**src/rtl/crc_walk_pkg.sv**
```systemverilog
// Package crc_walk_pkg
// Shared constants, the state type and the word-wide CRC fold function for
// the seeded memory CRC32 engine. Assumes a reflected CRC-32 with no final
// XOR, applied to 32-bit words least significant bit first.
package crc_walk_pkg;

    localparam logic [31:0] CRC_POLY  = 32'hEDB88320;
    localparam logic [5:0]  CMD_RUN   = 6'h2D;
    localparam logic [5:0]  CMD_FETCH = 6'h0D;
    localparam logic [7:0]  OFF_SEED  = 8'h50;
    localparam logic [7:0]  OFF_LIVE  = 8'h54;

    typedef enum logic [1:0] {
        ST_IDLE  = 2'd0,
        ST_RUN   = 2'd1,
        ST_DRAIN = 2'd2
    } walk_state_e;

    // Fold one 32-bit word into the CRC state, bit 0 first.
    function automatic logic [31:0] crc_fold(input logic [31:0] state,
                                             input logic [31:0] word);
        logic [31:0] r;
        r = state ^ word;
        for (int i = 0; i < 32; i++) begin
            r = r[0] ? ((r >> 1) ^ CRC_POLY) : (r >> 1);
        end
        return r;
    endfunction

endpackage

```
**src/rtl/crc_walk_ctrl.sv**
```systemverilog
// Module crc_walk_ctrl
// Decodes the run and fetch commands, validates the requested range against
// page alignment, sequences the word reads and counts the folds. It assumes
// the memory returns data exactly one cycle after a read request, and that
// PAGE_BYTES is a power of two of at least 8.
module crc_walk_ctrl
    import crc_walk_pkg::*;
#(
    parameter int ADDR_W     = 16,
    parameter int CNT_W      = 12,
    parameter int PAGE_BYTES = 512
) (
    input  logic              clk,
    input  logic              rst_n,
    input  logic              trig,
    input  logic [5:0]        cmd,
    input  logic [ADDR_W-1:0] start_addr,
    input  logic [CNT_W-1:0]  word_count,
    output logic              mem_rd_en,
    output logic [ADDR_W-1:0] mem_rd_addr,
    output logic              fold_en,
    output logic              start_ok,
    output logic              load_result,
    output logic              busy,
    output logic              done,
    output logic              err
);

    localparam int PAGE_LSB      = $clog2(PAGE_BYTES);
    localparam int PAGE_WORD_LSB = PAGE_LSB - 2;

    walk_state_e       state_q;
    logic [ADDR_W-1:0] addr_q;
    logic [CNT_W-1:0]  issue_left_q;
    logic [CNT_W-1:0]  fold_left_q;
    logic              rd_vld_q;
    logic              done_q;
    logic              err_q;
    logic              is_idle;
    logic              run_req;
    logic              fetch_req;
    logic              misaligned;
    logic              bad_len;
    logic              last_fold;

    // Decode the commands and check the range against whole pages.
    always_comb begin
        is_idle     = (state_q == ST_IDLE);
        run_req     = trig && (cmd == CMD_RUN) && is_idle;
        fetch_req   = trig && (cmd == CMD_FETCH) && is_idle;
        misaligned  = |start_addr[PAGE_LSB-1:0];
        bad_len     = (word_count == '0) || (|word_count[PAGE_WORD_LSB-1:0]);
        start_ok    = run_req && !misaligned && !bad_len;
        load_result = fetch_req;
        mem_rd_en   = (state_q == ST_RUN) && (issue_left_q != '0);
        mem_rd_addr = addr_q;
        fold_en     = rd_vld_q;
        last_fold   = rd_vld_q && (fold_left_q == CNT_W'(1));
        busy        = !is_idle;
        done        = done_q;
        err         = err_q;
    end

    // Walk state: idle, fetching and folding, then one drain cycle.
    always_ff @(posedge clk) begin
        if (!rst_n) begin
            state_q <= ST_IDLE;
        end else begin
            case (state_q)
                ST_IDLE:  if (start_ok)  state_q <= ST_RUN;
                ST_RUN:   if (last_fold) state_q <= ST_DRAIN;
                ST_DRAIN: state_q <= ST_IDLE;
                default:  state_q <= ST_IDLE;
            endcase
        end
    end

    // Address and word counters for issued reads and completed folds.
    always_ff @(posedge clk) begin
        if (!rst_n) begin
            addr_q       <= '0;
            issue_left_q <= '0;
            fold_left_q  <= '0;
        end else if (start_ok) begin
            addr_q       <= start_addr;
            issue_left_q <= word_count;
            fold_left_q  <= word_count;
        end else begin
            if (mem_rd_en) begin
                addr_q       <= addr_q + ADDR_W'(4);
                issue_left_q <= issue_left_q - CNT_W'(1);
            end
            if (rd_vld_q) begin
                fold_left_q <= fold_left_q - CNT_W'(1);
            end
        end
    end

    // Read data valid one cycle after the request.
    always_ff @(posedge clk) begin
        if (!rst_n) rd_vld_q <= 1'b0;
        else        rd_vld_q <= mem_rd_en;
    end

    // Completion and rejection pulses.
    always_ff @(posedge clk) begin
        if (!rst_n) begin
            done_q <= 1'b0;
            err_q  <= 1'b0;
        end else begin
            done_q <= (state_q == ST_DRAIN) || fetch_req;
            err_q  <= run_req && (misaligned || bad_len);
        end
    end

    assert_reads_in_run_R5: assert property (@(posedge clk) disable iff (!rst_n)
        mem_rd_en |-> busy);

    assert_addr_step_R5: assert property (@(posedge clk) disable iff (!rst_n)
        (mem_rd_en && $past(mem_rd_en)) |-> (mem_rd_addr == $past(mem_rd_addr) + ADDR_W'(4)));

    assert_fold_in_run_R6: assert property (@(posedge clk) disable iff (!rst_n)
        fold_en |-> busy);

    assert_done_at_end_R6: assert property (@(posedge clk) disable iff (!rst_n)
        $fell(busy) |-> done);

    assert_err_not_busy_R8: assert property (@(posedge clk) disable iff (!rst_n)
        err |-> !busy);

endmodule

```
**src/rtl/crc_walk_datapath.sv**
```systemverilog
// Module crc_walk_datapath
// Holds the live CRC state. It loads the seed on an accepted start and folds
// one memory word per cycle when the controller marks the data valid.
// It assumes start and fold are never requested in the same cycle.
module crc_walk_datapath
    import crc_walk_pkg::*;
(
    input  logic        clk,
    input  logic        rst_n,
    input  logic        start_ok,
    input  logic        fold_en,
    input  logic [31:0] seed,
    input  logic [31:0] word,
    output logic [31:0] live_crc
);

    logic [31:0] crc_q;

    // Seed on start, fold on every valid word.
    always_ff @(posedge clk) begin
        if (!rst_n)        crc_q <= '0;
        else if (start_ok) crc_q <= seed;
        else if (fold_en)  crc_q <= crc_fold(crc_q, word);
    end

    assign live_crc = crc_q;

    assert_seed_loaded_R3: assert property (@(posedge clk) disable iff (!rst_n)
        $past(start_ok) |-> (crc_q == $past(seed)));

    assert_live_hold_R7: assert property (@(posedge clk) disable iff (!rst_n)
        (!$past(start_ok) && !$past(fold_en)) |-> $stable(crc_q));

endmodule

```
**src/rtl/crc_walk_regs.sv**
```systemverilog
// Module crc_walk_regs
// Software-visible seed register and read-only live register. A fetch
// command loads the live CRC into the seed register, and takes priority over
// a software write in the same cycle. Offsets other than the two registers
// read as zero.
module crc_walk_regs
    import crc_walk_pkg::*;
(
    input  logic        clk,
    input  logic        rst_n,
    input  logic        reg_wr_en,
    input  logic [7:0]  reg_offset,
    input  logic [31:0] reg_wdata,
    input  logic        load_result,
    input  logic [31:0] live_crc,
    output logic [31:0] seed,
    output logic [31:0] reg_rdata
);

    logic [31:0] seed_q;
    logic        wr_seed;

    // Write decode: only the seed register accepts software writes.
    always_comb begin
        wr_seed = reg_wr_en && (reg_offset == OFF_SEED);
    end

    // Seed register: result load wins over a software write.
    always_ff @(posedge clk) begin
        if (!rst_n)           seed_q <= '0;
        else if (load_result) seed_q <= live_crc;
        else if (wr_seed)     seed_q <= reg_wdata;
    end

    // Read multiplexer.
    always_comb begin
        case (reg_offset)
            OFF_SEED: reg_rdata = seed_q;
            OFF_LIVE: reg_rdata = live_crc;
            default:  reg_rdata = '0;
        endcase
    end

    assign seed = seed_q;

    assert_result_copied_R9: assert property (@(posedge clk) disable iff (!rst_n)
        $past(load_result) |-> (seed_q == $past(live_crc)));

    assert_seed_hold_R11: assert property (@(posedge clk) disable iff (!rst_n)
        (!$past(load_result) && !$past(wr_seed)) |-> $stable(seed_q));

endmodule

```
**src/rtl/crc_walk_engine.sv**
```systemverilog
// Module crc_walk_engine
// Top of the seeded memory CRC32 engine: controller, CRC datapath and
// register file. It assumes a word memory with one cycle of read latency and
// word-aligned, page-granular ranges.
module crc_walk_engine
    import crc_walk_pkg::*;
#(
    parameter int ADDR_W     = 16,
    parameter int CNT_W      = 12,
    parameter int PAGE_BYTES = 512
) (
    input  logic              clk,
    input  logic              rst_n,
    input  logic              trig,
    input  logic [5:0]        cmd,
    input  logic [ADDR_W-1:0] start_addr,
    input  logic [CNT_W-1:0]  word_count,
    output logic              mem_rd_en,
    output logic [ADDR_W-1:0] mem_rd_addr,
    input  logic [31:0]       mem_rd_data,
    output logic              busy,
    output logic              done,
    output logic              err,
    input  logic              reg_wr_en,
    input  logic [7:0]        reg_offset,
    input  logic [31:0]       reg_wdata,
    output logic [31:0]       reg_rdata
);

    logic        start_ok;
    logic        fold_en;
    logic        load_result;
    logic [31:0] seed;
    logic [31:0] live_crc;

    crc_walk_ctrl #(
        .ADDR_W    (ADDR_W),
        .CNT_W     (CNT_W),
        .PAGE_BYTES(PAGE_BYTES)
    ) u_ctrl (
        .clk        (clk),
        .rst_n      (rst_n),
        .trig       (trig),
        .cmd        (cmd),
        .start_addr (start_addr),
        .word_count (word_count),
        .mem_rd_en  (mem_rd_en),
        .mem_rd_addr(mem_rd_addr),
        .fold_en    (fold_en),
        .start_ok   (start_ok),
        .load_result(load_result),
        .busy       (busy),
        .done       (done),
        .err        (err)
    );

    crc_walk_datapath u_dp (
        .clk     (clk),
        .rst_n   (rst_n),
        .start_ok(start_ok),
        .fold_en (fold_en),
        .seed    (seed),
        .word    (mem_rd_data),
        .live_crc(live_crc)
    );

    crc_walk_regs u_regs (
        .clk        (clk),
        .rst_n      (rst_n),
        .reg_wr_en  (reg_wr_en),
        .reg_offset (reg_offset),
        .reg_wdata  (reg_wdata),
        .load_result(load_result),
        .live_crc   (live_crc),
        .seed       (seed),
        .reg_rdata  (reg_rdata)
    );

endmodule

```
**config.mk**
```make
export PLATFORM = sky130hd
export DESIGN_NAME = crc_walk_engine
export DESIGN_NICKNAME = d
export VERILOG_FILES = /design/src/rtl/crc_walk_pkg.sv /design/src/rtl/crc_walk_ctrl.sv /design/src/rtl/crc_walk_datapath.sv /design/src/rtl/crc_walk_regs.sv /design/src/rtl/crc_walk_engine.sv
export SDC_FILE = /design/constraint.sdc
export NUM_CORES = 1
export LEC_CHECK = 0
export BUFFER_PORTS_ARGS = -buffer_cell sky130_fd_sc_hd__buf_2
export CAP_MARGIN = 20
export CORE_MARGIN = 2
export CORE_UTILIZATION = 52
export CTS_CLUSTER_DIAMETER = 150
export DETAILED_ROUTE_END_ITERATION = 8
export PLACE_DENSITY = 0.74
export RECOVER_POWER = 100
export SLEW_MARGIN = 20
export SYNTH_ARGS = -nofsm -noshare
export SYNTH_HDL_FRONTEND = slang
export SYNTH_SLANG_ARGS = --single-unit
```
**constraint.sdc**
```tcl
create_clock -name clk -period 3.37 [get_ports clk]
set_input_delay 0.337 -clock clk [delete_from_list [all_inputs] [get_ports clk]]
set_output_delay 0.337 -clock clk [all_outputs]
set_load 0.01 [all_outputs]
```
[After elaboration in Yosys (flattened, before gate mapping)]
Cells that the tools add are included.
Storage, ports and cells
  output and inout port bits: 52
  bits of input ports: 110
  logic and storage cells: 125
  bits in registers: 109
Cells by class
  bitwise logic cells: 33
  eq/ne operators: 9
  mux-type cells: 46
  reduce and logical (&&, ||, !) cells: 25
  $add $sub $neg: 3
Operators by type and width (count)
  32-bit two-way mux: 36
  13-bit NOT with 14-bit output: 32
  32-bit case mux with 2 select lines: 1
  12-bit two-way mux: 4
  16-bit two-way mux: 2
  32-bit XOR: 1
  12-bit by 1-bit subtractor with 12-bit output, second input constant: 2
  16-bit by 3-bit adder with 16-bit output, second input constant: 1
  8-bit by 7-bit == test with 1-bit output, second input constant: 2
  12-bit by 1-bit == test with 1-bit output, second input constant: 1
  12-bit zero test: 1
  12-bit nonzero test: 1
  1-bit logical AND: 10
  9-bit OR reduction: 1
  7-bit OR reduction: 1
  6-bit by 4-bit == test with 1-bit output, second input constant: 1
  6-bit == test, second input constant: 1
  2-bit nonzero test: 3
  2-bit two-way mux: 2
  2-bit case mux with 2 select lines: 1
  1-bit zero test: 3
  1-bit logical OR: 3
  2-bit by 1-bit == test with 1-bit output, second input constant: 1
  2-bit == test, second input constant: 1
  other kinds (4): 4

[Longest topological paths before layout]
  depth in word-level cells: 67
  depth in mapped cells: 11
  mapped depth without buffers: 10

[Hierarchy]
From an unflattened synthesis, not the netlist that was laid out.
Second synthesis, totals
  cells, all modules: 1032
  area, all modules: 9830.7 um2
By module, submodules not included
  crc_walk_datapath: times used 1, cells an instance 414, sequential area each 640.6 um2, area an instance 4724.5 um2
  crc_walk_regs: times used 1, cells an instance 337, sequential area each 640.6 um2, area an instance 2781.4 um2
  crc_walk_ctrl: times used 1, cells an instance 281, sequential area each 900.9 um2, area an instance 2324.7 um2

[Worst setup path before layout]
Ideal clock, no wire load.
  path kind: reg-to-reg
  start: reg u_dp.crc_q[5], in the netlist u_dp.live_crc[5]
  end: reg u_dp.crc_q[27], in the netlist u_dp.live_crc[27]
  period minus slack after synthesis: 3.445 ns
  buffers on the path: 0
  setup slack: -0.075 ns
  cell stages (with the launch flop): 10
  setup time: 0.059 ns
  required time: 3.311 ns
  data arrival time: 3.386 ns
  path through: dfxtp_1 xnor2_4 xnor3_1 xnor2_2 xnor3_2 xnor2_4 xnor3_2 xnor3_1 a211oi_1 a31o_1
Between the ends
  word-level cells in the longest chain between the ends: 44
  elaborated cells on any way between the ends: 56
  classes of those cells: mux: 34; bitwise: 22
Ends and longest elaborated chain
  start: declaration: RTL line crc_walk_datapath.sv:17  | logic [31:0] crc_q;
  start signal: assignment: RTL line crc_walk_datapath.sv:23  | else if (fold_en) crc_q <= crc_fold(crc_q, word);
  32-bit XOR *: RTL line crc_walk_pkg.sv:23  | r = state ^ word;
  32-bit two-way mux * (6 in a row): RTL line crc_walk_pkg.sv:25  | r = r[0] ? ((r >> 1) ^ CRC_POLY) : (r >> 1);
  13-bit NOT with 14-bit output (no source line)
  32-bit two-way mux *: RTL line crc_walk_pkg.sv:25
  13-bit NOT with 14-bit output (no source line)
  32-bit two-way mux * (4 in a row): RTL line crc_walk_pkg.sv:25
  13-bit NOT with 14-bit output (no source line)
  32-bit two-way mux * (6 in a row): RTL line crc_walk_pkg.sv:25
  [... 14 more ...]
  13-bit NOT with 14-bit output (no source line)
  32-bit two-way mux *: RTL line crc_walk_pkg.sv:25
  13-bit NOT with 14-bit output (no source line)
  32-bit two-way mux * (2 in a row): RTL line crc_walk_pkg.sv:25
  13-bit NOT with 14-bit output (no source line)
  32-bit two-way mux *: RTL line crc_walk_pkg.sv:25
  32-bit two-way mux *: RTL line crc_walk_datapath.sv:23
  32-bit two-way mux *: RTL line crc_walk_datapath.sv:22  | else if (start_ok) crc_q <= seed;
Mark *: on every way between the ends. The rest lies on a longest branch, timed or not. The select of a mux whose other input is x is not followed.
A chain may end at the register's enable or synchronous reset.

[Worst setup path after layout]
  start: reg u_dp.crc_q[2], in the netlist u_dp.live_crc[2]
  end: reg u_dp.crc_q[2], in the netlist u_dp.live_crc[2]
Between the ends
  word-level cells in the longest chain between the ends: 48
  elaborated cells on any way between the ends: 53
  classes of those cells: mux: 34; bitwise: 19
Ends and longest elaborated chain (RTL line)
  32-bit XOR *: crc_walk_pkg.sv:23
  32-bit two-way mux * (3 in a row): crc_walk_pkg.sv:25
  13-bit NOT with 14-bit output (no source line)
  32-bit two-way mux *: crc_walk_pkg.sv:25
  13-bit NOT with 14-bit output (no source line)
  32-bit two-way mux * (2 in a row): crc_walk_pkg.sv:25
  13-bit NOT with 14-bit output (no source line)
  32-bit two-way mux *: crc_walk_pkg.sv:25
  [... 24 more ...]
  13-bit NOT with 14-bit output (no source line)
  32-bit two-way mux *: crc_walk_pkg.sv:25
  13-bit NOT with 14-bit output (no source line)
  32-bit two-way mux * (3 in a row): crc_walk_pkg.sv:25
  13-bit NOT with 14-bit output (no source line)
  32-bit two-way mux * (4 in a row): crc_walk_pkg.sv:25
  32-bit two-way mux *: crc_walk_datapath.sv:23
  32-bit two-way mux *: crc_walk_datapath.sv:22
Marks and branches as above.

==> flow_metrics.py <==
metrics = {
    "placement": {
        "io_buffers": 161,
        "dp_hpwl_um": 20300,
        "gp_congestion": 0.998,
    },
    "power_and_ir_drop": {
        "power_density_nw_per_um2": 1210,
        "pwr-share-seq_pct": 8.9,
        "swShare_pct": 38.8,
        "p_leak_nw": 5.50,
        "p_switching_mw": 5.61,
        "comb_power_share_pct": 83.9,
        "clkPwrFrac_pct": 7.1,
        "internal_power_mw": 8.85,
        "peakVddDrop_uv": 1100,
    },
    "outcome": {
        "failed_checks": "capacitance limit, slew limit, setup timing",
        "status": "complete, but fails checks",
    },
    "clock_network": {
        "clk_pin_slew_ps": 70,
        "clockRootBuffer": "clkbuf_16",
        "cts.sinks": 109,
        "clk_latency_ps": 360,
        "h-tree-depth": 3,
        "cts_buffers": 9,
        "cts_tree": "done",
        "clock_path_buffers": 2,
        "holdBufCountCts": 0,
    },
    "sta": {
        "whs_ps": 245,
        "setup_slack_ps": -28.9,
        "finalCritPeriodShare_pct": 101,
        "clock.fmax_mhz": 294,
        "min_period_ps": 3400,
        "relSlewSlack_pct": -0.381,
        "slew_violations": 35,
        "finalSetupViolCount": 3,
        "tightestPinTransition_ps": 1510,
        "hold_violations": 0,
        "finClkSkew_ps": 7.30,
        "rsz0062_at_grt": "yes",
    },
    "yosys": {
        "synth_largest_area_cell": "dfxtp_1",
        "synth_cell_type_count": 52,
        "synth-seq-cells": 109,
        "avgSynthCellArea_sq_um": 10.1,
        "synth_area_leaders": "dfxtp_1, xnor3_1, xnor2_1",
        "synth_commonest_cells": "xnor2_1, nor2_1, dfxtp_1, mux2i_1, xnor3_1",
        "synth_most_common_cell": "xnor2_1",
        "synth_nets": 990,
        "ys.flop_type": "dfxtp_1",
        "synth_cells": 876,
        "synth_edf_count": 0,
        "ys_seq_area_share_pct": 24.5,
        "syn_area_sq_um": 8890,
        "yosysTopAreaCellShare_pct": 24.5,
        "synthArstFlopShare_pct": 0,
        "yosysWarnings": 0,
    },
    "routing": {
        "wl_met2_um": 12800,
        "top_layer": "met4",
        "wirelength_met1_um": 12100,
        "wl_um": 27700,
        "met3_length_um": 2300,
        "vias_per_cell": 5.57,
        "routedWlPerCell_um": 19.7,
        "dr.pass1.iters": 7,
        "drtIter0Drc": 594,
        "ant_nets": 0,
        "drc_errors": 0,
        "route.vias.total": 7826,
    },
    "floorplan": {
        "io_pins": 162,
        "core_area_sq_um": 16600,
        "initial_core_util_pct": 53.4,
        "dieArea_sq_um": 18200,
        "num_rows": 47,
        "die_width_um": 135,
        "die_h_um": 135,
    },
    "finish": {
        "register_area_sq_um": 2200,
        "antenna_cells": 0,
        "multi_input_area_sq_um": 6910,
        "drive_gt1_share_pct": 34.6,
        "fill_cells": 1199,
        "area_growth_pct": 34.0,
        "nets": 1296,
        "fin_util_pct": 71.6,
    },
    "setup_path": {
        "cp.arrival_ps": 3680,
        "cp_num_buf_inv": 6,
        "cp_common_cell": "buf_4",
        "max_stage_delay_ps": 410,
        "crit_family": "XOR/XNOR gates",
        "cp_slowest_cell": "xnor3_1",
        "path_max_fanout": 5,
        "crit_path_end_kind": "register",
        "path_cells": "buf_12, xnor2_4, buf_6, buf_4, xnor3_1, xor2_2, buf_4, xnor3_2, xnor2_4, buf_4, xnor2_2, buf_4, xnor2_1, a211o_1, a21oi_1",
        "crit_type": "reg2reg",
        "crit_required_ps": 3650,
        "crit_path_start_kind": "register",
    },
    "hold_path": {
        "hold_path.class": "in2reg",
    },
    "global_routing": {
        "grt_first_pass_wirelength_um": 40100,
        "grt_antenna_before_repair": 0,
        "grt_max_degree": 66,
        "grt-ovfl-total": 0,
        "grt_pass1_vias": 7180,
        "grt_use_total_pct": 28.9,
    },
    "run": {
        "cap_violations": 1,
    },
}
==> layout by cell type, fill, tap and decap left out, types with 6 or more instances in the layout <==
| cell | instances |
|---|---|
| a21oi_1 | 27 |
| nor3_1 | 17 |
| clkbuf_1 | 51 |
| nand4b_1 | 11 |
| inv_1 | 8 |
| xnor3_2 | 20 |
| clkbuf_16 | 9 |
| xnor2_2 | 30 |
| nor4_1 | 8 |
| buf_4 | 162 |
| xnor2_4 | 16 |
| and3_1 | 7 |
| xor2_2 | 12 |
| xnor3_1 | 48 |
| buf_6 | 12 |
| o21ai_0 | 11 |
| nand2_1 | 28 |
| buf_2 | 111 |
| mux2i_1 | 73 |
| nor2_1 | 119 |
| dfxtp_1 | 102 |
| xnor2_1 | 106 |
| o21ai_1 | 10 |
| nand3_1 | 25 |
| xor2_1 | 26 |
| o211ai_1 | 7 |
| nand4_1 | 6 |
| a211oi_1 | 47 |
==> power groups by stage <==
stage | Combinational [mW] | Sequential, mW | Clock, mW
after floorplan | 7.14 | 1.32 | 0
after global placement | 9.96 | 1.32 | 0
after detailed placement | 10.1 | 1.32 | 0
after CTS | 10.4 | 1.29 | 1.04
after global routing | 12.6 | 1.29 | 1.09
final | 12.1 | 1.29 | 1.03
==> layout make-up <==
class	instances	area share, %
Timing Repair Buffer	342	18.5
Clock inverter	6	0.473
Tap cell	220	2.31
Clock buffer	9	1.89
Inverter	10	0.315
Multi-Input combinational cell	710	58.1
Sequential cell	109	18.5
==> metal layers <==
| metal | global-route usage (%) | vias to the layer above |
|---|---|---|
| met5 | 0 | - |
| met4 | 4.04 | 0 |
| met3 | 4.43 | 33 |
| met2 | 46.1 | 375 |
| met1 | 42.8 | 3745 |
| li1 | - | 3673 |
==> registers in the layout, summed over array words and instances (netlist names) <==
register	cells
u_ctrl.issue_left_q	12
u_ctrl.mem_rd_addr	16
u_ctrl.fold_left_q	12
u_ctrl.done	1
u_ctrl.state_q	2
u_dp.live_crc	32
u_ctrl.err	1
u_regs.seed	32
u_ctrl.fold_en	1
==> through the flow <==
| stage | worst slack, ps | setup TNS [ps] | power [mW] | std cells | area (sq um) |
|---|---|---|---|---|---|
| floorplan | 0.0908 | 0 | 8.47 | 876 | 8910 |
| global placement | -127 | -723 | 11.3 | 1354 | 11000 |
| detailed placement | -195 | -2150 | 11.4 | 1354 | 11000 |
| CTS | -21.2 | -21.2 | 12.7 | 1378 | 11400 |
| global route | -109 | -882 | 14.9 | 1406 | 11900 |
| finish | -28.9 | -55.9 | 14.5 | 1406 | 11900 |
==> what timing repair did <==
item                                    4_1_cts  5_1_grt
pin swaps                                    16       44
buffers inserted                              9       28
endpoints found under the setup margin       25       29
resized for setup                            18       64
==> tightest hold or removal path, cell delays in order <==
cell and delay (ps):
buf_2 120, nand2_1 60, nor3_1 40
==> logic make-up (layout without fill, tap and decap cells) <==
| kind of cell | Yosys count | in the layout | synth area share [%] |
|---|---|---|---|
| compound gates | 122 | 122 | 9.11 |
| xor+xnor | 271 | 271 | 42.4 |
| buf+inv | 57 | 367 | 2.41 |
| flops | 109 | 109 | 24.5 |
| simple gates | 239 | 239 | 12.6 |
| fa+ha+maj | 4 | 4 | 0.563 |
| mux | 74 | 74 | 8.35 |
==> final timing paths <==
path                                       start                to  slack, ps  cells past startpoint
worst max-delay path            u_dp.live_crc[2]  u_dp.live_crc[2]        -30                     15
worst min-delay path                      cmd[5]        u_ctrl.err        250                      3
worst min register to register    u_regs.seed[6]  u_dp.live_crc[6]        480                      2
worst max register to register  u_dp.live_crc[2]  u_dp.live_crc[2]        -30                     15
No activity file was read; power rests on OpenSTA's default activity.
